[config.mk]
export PLATFORM = sky130hd
export DESIGN_NAME = refresh_sched
export DESIGN_NICKNAME = d
export VERILOG_FILES = /design/src/rtl/refresh_sched_pkg.sv /design/src/rtl/refresh_interval.sv /design/src/rtl/refresh_window.sv /design/src/rtl/refresh_arbiter.sv /design/src/rtl/refresh_sched.sv
export SDC_FILE = /design/constraint.sdc
export NUM_CORES = 1
export LEC_CHECK = 0
export BUFFER_PORTS_ARGS = -buffer_cell sky130_fd_sc_hd__buf_2
export CAP_MARGIN = 20
export CORE_ASPECT_RATIO = 1.4
export CORE_MARGIN = 2
export CORE_UTILIZATION = 50
export CTS_CLUSTER_SIZE = 25
export DETAILED_ROUTE_END_ITERATION = 16
export GPL_TIMING_DRIVEN = 0
export MAX_ROUTING_LAYER = met4
export PLACE_DENSITY = 0.73
export SLEW_MARGIN = 20
export SYNTH_ARGS = -nofsm -noshare
export SYNTH_HDL_FRONTEND = slang
export SYNTH_SLANG_ARGS = --single-unit
[constraint.sdc]
create_clock -name clk_i -period 12.2 [get_ports clk_i]
set_clock_uncertainty 0.15 [all_clocks]
set_input_delay 1.83 -clock clk_i [delete_from_list [all_inputs] [get_ports clk_i]]
set_output_delay 1.83 -clock clk_i [all_outputs]
set_load 0.1 [all_outputs]
[src/rtl/refresh_sched_pkg.sv]
package refresh_sched_pkg;
  typedef enum logic [1:0] {
    PRIO_NONE  = 2'd0,
    PRIO_OPP   = 2'd1,
    PRIO_HIGH  = 2'd2,
    PRIO_PANIC = 2'd3
  } prio_e;

  localparam logic [1:0] DBL_TEMP   = 2'b00;
  localparam logic [1:0] DBL_ALWAYS = 2'b01;
  localparam logic [1:0] DBL_NEVER  = 2'b10;
endpackage

[src/rtl/refresh_interval.sv]
module refresh_interval #(
  parameter int PER_W = 16,
  parameter int CNT_W = 4
) (
  input  logic             clk_i,
  input  logic             rst_ni,
  input  logic             en_i,
  input  logic [PER_W-1:0] period_i,
  input  logic             dec_i,
  output logic [CNT_W-1:0] owed_o
);
  localparam logic [CNT_W-1:0] OWED_MAX = '1;

  logic [PER_W-1:0] int_cnt_q;
  logic [PER_W-1:0] per_eff;
  logic             tick;
  logic [CNT_W-1:0] owed_q;

  assign per_eff = (period_i == '0) ? PER_W'(1) : period_i;
  assign tick    = en_i && (int_cnt_q >= per_eff - PER_W'(1));

  always_ff @(posedge clk_i or negedge rst_ni) begin
    if (!rst_ni)    int_cnt_q <= '0;
    else if (!en_i) int_cnt_q <= '0;
    else if (tick)  int_cnt_q <= '0;
    else            int_cnt_q <= int_cnt_q + PER_W'(1);
  end

  always_ff @(posedge clk_i or negedge rst_ni) begin
    if (!rst_ni)    owed_q <= '0;
    else if (!en_i) owed_q <= '0;
    else begin
      unique case ({tick, dec_i})
        2'b10:   if (owed_q != OWED_MAX) owed_q <= owed_q + CNT_W'(1);
        2'b01:   if (owed_q != '0)       owed_q <= owed_q - CNT_W'(1);
        default: owed_q <= owed_q;  // tick and payback cancel
      endcase
    end
  end

  assign owed_o = owed_q;
endmodule

[src/rtl/refresh_window.sv]
module refresh_window #(
  parameter int IDLE_W = 8,
  parameter int WCNT_W = 17
) (
  input  logic              clk_i,
  input  logic              rst_ni,
  input  logic              en_i,
  input  logic              rank_idle_i,
  input  logic              clr_i,
  input  logic [IDLE_W-1:0] idle_lim_i,
  input  logic [WCNT_W-1:0] win_lim_i,
  output logic              opp_ok_o,
  output logic              win_hit_o
);
  logic [IDLE_W-1:0] idle_q;
  logic [WCNT_W-1:0] win_q;

  always_ff @(posedge clk_i or negedge rst_ni) begin
    if (!rst_ni)                             idle_q <= '0;
    else if (!en_i || !rank_idle_i || clr_i) idle_q <= '0;
    else if (idle_q != '1)                   idle_q <= idle_q + IDLE_W'(1);
  end

  always_ff @(posedge clk_i or negedge rst_ni) begin
    if (!rst_ni)              win_q <= '0;
    else if (!en_i || clr_i)  win_q <= '0;
    else if (win_q != '1)     win_q <= win_q + WCNT_W'(1);
  end

  assign opp_ok_o  = idle_q >= idle_lim_i;
  assign win_hit_o = win_q >= win_lim_i;
endmodule

[src/rtl/refresh_arbiter.sv]
module refresh_arbiter
  import refresh_sched_pkg::*;
#(
  parameter int CNT_W = 4,
  parameter int RFC_W = 9
) (
  input  logic             clk_i,
  input  logic             rst_ni,
  input  logic             en_i,
  input  logic [CNT_W-1:0] owed_i,
  input  logic [CNT_W-1:0] hp_wm_i,
  input  logic [CNT_W-1:0] panic_wm_i,
  input  logic             opp_ok_i,
  input  logic             win_hit_i,
  input  logic             gnt_i,
  input  logic [RFC_W-1:0] trfc_i,
  output logic             req_o,
  output prio_e            prio_o,
  output logic             blk_o,
  output logic             gnt_acc_o
);
  logic             req_q;
  prio_e            prio_q;
  prio_e            want;
  logic [RFC_W-1:0] rfc_q;
  logic             owed_nz;

  assign owed_nz   = owed_i != '0;
  assign gnt_acc_o = req_q && gnt_i;
  assign blk_o     = rfc_q != '0;

  always_comb begin
    if ((owed_nz && owed_i >= panic_wm_i) || win_hit_i) want = PRIO_PANIC;
    else if (owed_nz && owed_i >= hp_wm_i)              want = PRIO_HIGH;
    else if (opp_ok_i && owed_i < hp_wm_i)              want = PRIO_OPP;
    else                                                want = PRIO_NONE;
  end

  always_ff @(posedge clk_i or negedge rst_ni) begin
    if (!rst_ni)         rfc_q <= '0;
    else if (!en_i)      rfc_q <= '0;
    else if (gnt_acc_o)  rfc_q <= trfc_i;
    else if (blk_o)      rfc_q <= rfc_q - RFC_W'(1);
  end

  always_ff @(posedge clk_i or negedge rst_ni) begin
    if (!rst_ni) begin
      req_q  <= 1'b0;
      prio_q <= PRIO_NONE;
    end else if (!en_i || gnt_acc_o || blk_o) begin
      req_q  <= 1'b0;
      prio_q <= PRIO_NONE;
    end else if (req_q) begin
      if (want > prio_q) prio_q <= want;  // escalate only
    end else if (want != PRIO_NONE) begin
      req_q  <= 1'b1;
      prio_q <= want;
    end
  end

  assign req_o  = req_q;
  assign prio_o = prio_q;
endmodule

[src/rtl/refresh_sched.sv]
module refresh_sched
  import refresh_sched_pkg::*;
#(
  parameter int PER_W      = 16,
  parameter int RFC_W      = 9,
  parameter int WM_W       = 4,
  parameter int IDLE_W     = 8,
  parameter int WIN_W      = 7,
  parameter int WIN_SHIFT  = 10,
  parameter int WIN_MARGIN = 100
) (
  input  logic              clk_i,
  input  logic              rst_ni,
  input  logic              en_i,
  input  logic [PER_W-1:0]  trefi_i,
  input  logic [RFC_W-1:0]  trfc_i,
  input  logic [WM_W-1:0]   hp_wm_i,
  input  logic [WM_W-1:0]   panic_wm_i,
  input  logic [IDLE_W-1:0] idle_lim_i,
  input  logic [WIN_W-1:0]  max_win_i,
  input  logic [1:0]        dbl_mode_i,
  input  logic              temp_hot_i,
  input  logic              rank_idle_i,
  input  logic              ref_gnt_i,
  output logic              ref_req_o,
  output logic [1:0]        ref_prio_o,
  output logic              block_act_o
);
  localparam int WCNT_W = WIN_W + WIN_SHIFT;
  localparam logic [WCNT_W-1:0] MARGIN = WCNT_W'(WIN_MARGIN);

  logic [PER_W-1:0]  trefi_q;
  logic [RFC_W-1:0]  trfc_q;
  logic [WM_W-1:0]   hp_q, pan_q;
  logic [IDLE_W-1:0] idle_lim_q;
  logic [WIN_W-1:0]  win_q;
  logic [1:0]        dbl_q;

  always_ff @(posedge clk_i or negedge rst_ni) begin
    if (!rst_ni) begin
      trefi_q    <= PER_W'(4100);
      trfc_q     <= RFC_W'(180);
      hp_q       <= WM_W'(8);
      pan_q      <= WM_W'(9);
      idle_lim_q <= IDLE_W'(15);
      win_q      <= WIN_W'(35);
      dbl_q      <= DBL_TEMP;
    end else if (!en_i) begin
      trefi_q    <= trefi_i;
      trfc_q     <= trfc_i;
      hp_q       <= hp_wm_i;
      pan_q      <= panic_wm_i;
      idle_lim_q <= idle_lim_i;
      win_q      <= max_win_i;
      dbl_q      <= dbl_mode_i;
    end
  end

  logic             dbl_on;
  logic [PER_W-1:0] period;
  logic [WCNT_W-1:0] win_full, win_lim;

  always_comb begin
    unique case (dbl_q)
      DBL_ALWAYS: dbl_on = 1'b1;
      DBL_NEVER:  dbl_on = 1'b0;
      default:    dbl_on = temp_hot_i;  // 00 and reserved 11
    endcase
  end

  assign period   = dbl_on ? (trefi_q >> 1) : trefi_q;
  assign win_full = {win_q, {WIN_SHIFT{1'b0}}};
  assign win_lim  = (win_full > MARGIN) ? (win_full - MARGIN) : WCNT_W'(1);

  logic [WM_W-1:0] owed;
  logic            opp_ok, win_hit, gnt_acc, blk;
  prio_e           prio;

  refresh_interval #(.PER_W(PER_W), .CNT_W(WM_W)) u_interval (
    .clk_i    (clk_i),
    .rst_ni   (rst_ni),
    .en_i     (en_i),
    .period_i (period),
    .dec_i    (gnt_acc),
    .owed_o   (owed)
  );

  refresh_window #(.IDLE_W(IDLE_W), .WCNT_W(WCNT_W)) u_window (
    .clk_i       (clk_i),
    .rst_ni      (rst_ni),
    .en_i        (en_i),
    .rank_idle_i (rank_idle_i),
    .clr_i       (gnt_acc),
    .idle_lim_i  (idle_lim_q),
    .win_lim_i   (win_lim),
    .opp_ok_o    (opp_ok),
    .win_hit_o   (win_hit)
  );

  refresh_arbiter #(.CNT_W(WM_W), .RFC_W(RFC_W)) u_arbiter (
    .clk_i      (clk_i),
    .rst_ni     (rst_ni),
    .en_i       (en_i),
    .owed_i     (owed),
    .hp_wm_i    (hp_q),
    .panic_wm_i (pan_q),
    .opp_ok_i   (opp_ok),
    .win_hit_i  (win_hit),
    .gnt_i      (ref_gnt_i),
    .trfc_i     (trfc_q),
    .req_o      (ref_req_o),
    .prio_o     (prio),
    .blk_o      (blk),
    .gnt_acc_o  (gnt_acc)
  );

  assign ref_prio_o  = prio;
  assign block_act_o = blk;
endmodule

==> out/summary.txt <==
WP data required: 12.31 ns
Psw: 0.303 mW
Worst-path fanout max: 10
Via count: 5344
Residual DRC: 0
Post-synthesis register bit count: 107
CTS clk-pin slew, worst paths: 0.08 ns
CP Launch Type: primary input
Adder-Cell Fraction of Synth Area: 10.8%
Number of DRC markers in iteration 0: 328
GRT Total Usage: 22.1%
EDFF count, synth: 0
Clock Path Buffers: 2
Placeable core area: 13300 um^2
Slowest cell on crit path: clkbuf_1
Post-DP HPWL: 11200 um
Post-Synth Simple-Gate Area: 18.8%
Leakage power: 3.47 nW
R2R setup slack: 5.79 ns
Slowest stage delay, CP: 0.41 ns
Final cell count without fillers: 947
Top delay family on crit path: simple AND/OR/NAND/NOR gates
Starting Density: 50.8%
Multiplexer area fraction after synthesis: 10.7%
Compound-Gate Fraction of Synth Area: 11.4%
Placed cell count: 931
CTS H-tree depth: 3
Post-CTS setup buffer count: 0
Ys Warns: 0
Wirelength per Cell: 15.5 um
Nets: 874
Avg Synthesized Cell Area: 9.78 um^2
Comb power frac: 25.0%
Worst Max-Slew Pin Slew: 0.884 ns
Hold Crit Class: register to register
Hold buffers post-CTS: 0
IO Count: 60
FFs w/ async S/R, synth: 100%
Count of pins over their slew limit: 0
Kind of critical path: primary input to register
R2R depth: 27
Clk Tree Root Cell: clkbuf_16
Num CTS Buffers: 9
Vias/cell: 5.64
Final core utilization: 57.2%
Critical path endpoint: u_interval.owed_o[3]$_DFFE_PN0P_
Die Wd: 102 um
Critical Path AT: 7.27 ns
Syn-to-layout area delta: 12.5%
Largest family of logic cells by synthesized area: simple AND/OR/NAND/NOR gates
Crit. Startpoint: temp_hot_i
Diode count: 0
Switching Share: 32.5%
MaxCap Viol Count: 0
Post-Syn Nets: 803
Sequential element share of the synthesized area: 40.0%
RSZ-0062 raised after global routing: no
Routability cong.: 0.880
Final WL: 14700 um
Post-cts sizing count: 0
Fmax: 0.140 GHz
Int Pwr: 0.630 mW
CP Capture Type: register
Sink Count: 107
DIE AREA: 14400 um^2
TritonCTS clock tree: done
Reg power frac: 44.5%
Port bufs: 59
Worst rel slew slack: 41.0%
Final Hold Vio Count: 0
Worst Path Buf+Inv: 5
GR Overflow Total: 0
Site row count: 50
Xor/xnor cell area share of the yosys netlist: 5.07%
Tcrit/Tclk final: 58.7%
Initial antenna violation count: 0
Die Ht: 141 um
First-pass DRT Iterations: 5
Crit. path cell count: 27
Largest net degree at the start of global routing: 84
Number of library cell types mapped by synthesis: 67
Vias in the first global route: 5553
Routed Antenna Nets: 0
Share of layout cells above drive strength 1: 20.9%
Synth Flop Type: dfrtp_1
Worst VDD drop: 0.0727 mV
Gate Count Post-Synth: 689
Worst r2r src: dbl_q[0]$_DFFE_PN0N_
Setup TNS Final: 0 ns
Outcome: finished, final reports clean
PwrDens: 123 nW/um^2
Minimum clock period: 7.16 ns
Clk pwr share: 30.4%
Final setup violation count: 0
First-pass GRT wire length: 25000 um
Worst skew pair latency: 0.35 ns
R2R Path End: u_interval.owed_o[3]$_DFFE_PN0P_
Synthesized cell area: 6740 um^2
[power groups by stage]
stage	clock network (mW)	logic (mW)	registers (mW)
floorplan	0	0.175	0.413
global placement	0	0.221	0.419
detailed placement	0	0.233	0.421
CTS	0.290	0.235	0.415
global route	0.303	0.263	0.419
finish	0.284	0.233	0.415
[state kept, by name (all words and copies together), names as in the netlist, 7 cells and up]
| name | count |
|---|---|
| u_window.idle_q | 8 |
| idle_lim_q | 8 |
| trfc_q | 9 |
| u_interval.int_cnt_q | 16 |
| trefi_q | 16 |
| u_window.win_q | 17 |
| win_q | 7 |
| u_arbiter.rfc_q | 9 |
[cell usage in the layout (no fill, tap or decap), types with 5 or more instances in the layout]
cell        n
dfstp_2    16
xor2_1     20
dfrtp_1    91
xnor2_1    19
nor2b_1     6
mux2i_1    11
nand3_1    28
inv_1      33
or3_1      12
nand2b_1   11
ha_1       58
clkbuf_1   18
nor3_1     15
o21ai_0    26
a21oi_1    26
nand2_1    53
nand4_1    10
buf_1       5
and3_1     10
nor2_1     73
a211oi_1   12
a21boi_0    5
clkbuf_16   9
a31oi_1     5
mux2_2     51
buf_2      58
[cells in the mapped netlist (3+ instances only)]
cell type | count | area, um^2
a211oi_1 | 12 | 90.1
a21boi_0 | 5 | 37.5
a21oi_1 | 26 | 130
a31oi_1 | 5 | 31.3
a41oi_1 | 3 | 26.3
and2_1 | 4 | 25.0
and3_1 | 10 | 62.6
buf_1 | 5 | 18.8
clkbuf_1 | 18 | 67.6
dfrtp_1 | 91 | 2280
dfstp_2 | 16 | 420
ha_1 | 58 | 726
inv_1 | 33 | 124
mux2_2 | 51 | 574
mux2i_1 | 11 | 110
nand2_1 | 53 | 199
nand2b_1 | 11 | 68.8
nand3_1 | 28 | 140
nand4_1 | 10 | 62.6
nor2_1 | 73 | 274
nor2b_1 | 6 | 37.5
nor3_1 | 15 | 75.1
nor3b_1 | 3 | 22.5
nor4_1 | 4 | 25.0
o2111ai_1 | 3 | 26.3
o21a_1 | 3 | 22.5
o21ai_0 | 26 | 130
o21ai_1 | 3 | 15.0
o221ai_1 | 4 | 35.0
o31a_1 | 4 | 35.0
or3_1 | 12 | 75.1
xnor2_1 | 19 | 166
xor2_1 | 20 | 175
[metrics by stage]
| stage | cell area, um^2 | worst slack [ns] | total power, mW | hold slack, ns |
|---|---|---|---|---|
| 3_5_place_dp | 7300 | 4.79 | 0.654 | 0.348 |
| 4_1_cts | 7580 | 5.13 | 0.939 | 0.365 |
| 6_report | 7580 | 5.04 | 0.932 | 0.362 |
| 3_3_place_gp | 7260 | 4.92 | 0.639 | 0.337 |
| 2_1_floorplan | 6740 | 5.65 | 0.588 | 0.326 |
| 5_1_grt | 7580 | 4.57 | 0.984 | 0.390 |
[cells by family after synthesis]
logic type | count (synthesis)
simple gates | 249
flops | 107
xor+xnor | 39
fa+ha+maj | 58
compound gates | 115
mux | 64
buf+inv | 57
[worst reg2reg max path, delay by kind of cell, from the launching register on]
kind / cells / cell delay [ns]
and+or+nand+nor: 10 / 1.92
AOI/OAI and AO/OA: 7 / 1.19
adders and majority gates: 4 / 1.13
buffers and inverters: 4 / 1.02
muxes: 2 / 0.53
DFF: 1 / 0.39
[cell type report]
cell class                 count  area [um^2]
clock buffer                   9          225
tap                          182          228
timing repair buffer          60          329
fill                        1170         5680
inverter                      33          124
sequential                   107         2700
buffer                        24         97.6
multi-input combinational    525         3820
clock inverter                 7         60.1
[routing by layer]
| metal | GRT usage (%) | routed length, um | vias up |
|---|---|---|---|
| li1 | - | - | 2605 |
| met3 | 3.00 | 435 | 24 |
| met4 | 8.21 | 342 | 0 |
| met5 | - | 0 | - |
| met1 | 25.1 | 5980 | 2604 |
| met2 | 39.2 | 7950 | 111 |
[worst min-delay path by stage]
stage | start | to | slack [ns] | depth (start not counted)
5_1_grt | pan_q[1]$_DFFE_PN0N_ | pan_q[1]$_DFFE_PN0N_ | 0.39 | 1
6_report | idle_lim_q[6]$_DFFE_PN0N_ | idle_lim_q[6]$_DFFE_PN0N_ | 0.36 | 1
2_1_floorplan | trfc_q[6]$_DFFE_PN0N_ | u_arbiter.rfc_q[6]$_DFFE_PN0N_ | 0.33 | 2
3_3_place_gp | dbl_q[1]$_DFFE_PN0N_ | dbl_q[1]$_DFFE_PN0N_ | 0.34 | 1
3_5_place_dp | trfc_q[1]$_DFFE_PN0N_ | trfc_q[1]$_DFFE_PN0N_ | 0.35 | 1
4_1_cts | trfc_q[1]$_DFFE_PN0N_ | trfc_q[1]$_DFFE_PN0N_ | 0.37 | 1
(Power assumes the default switching activity.)
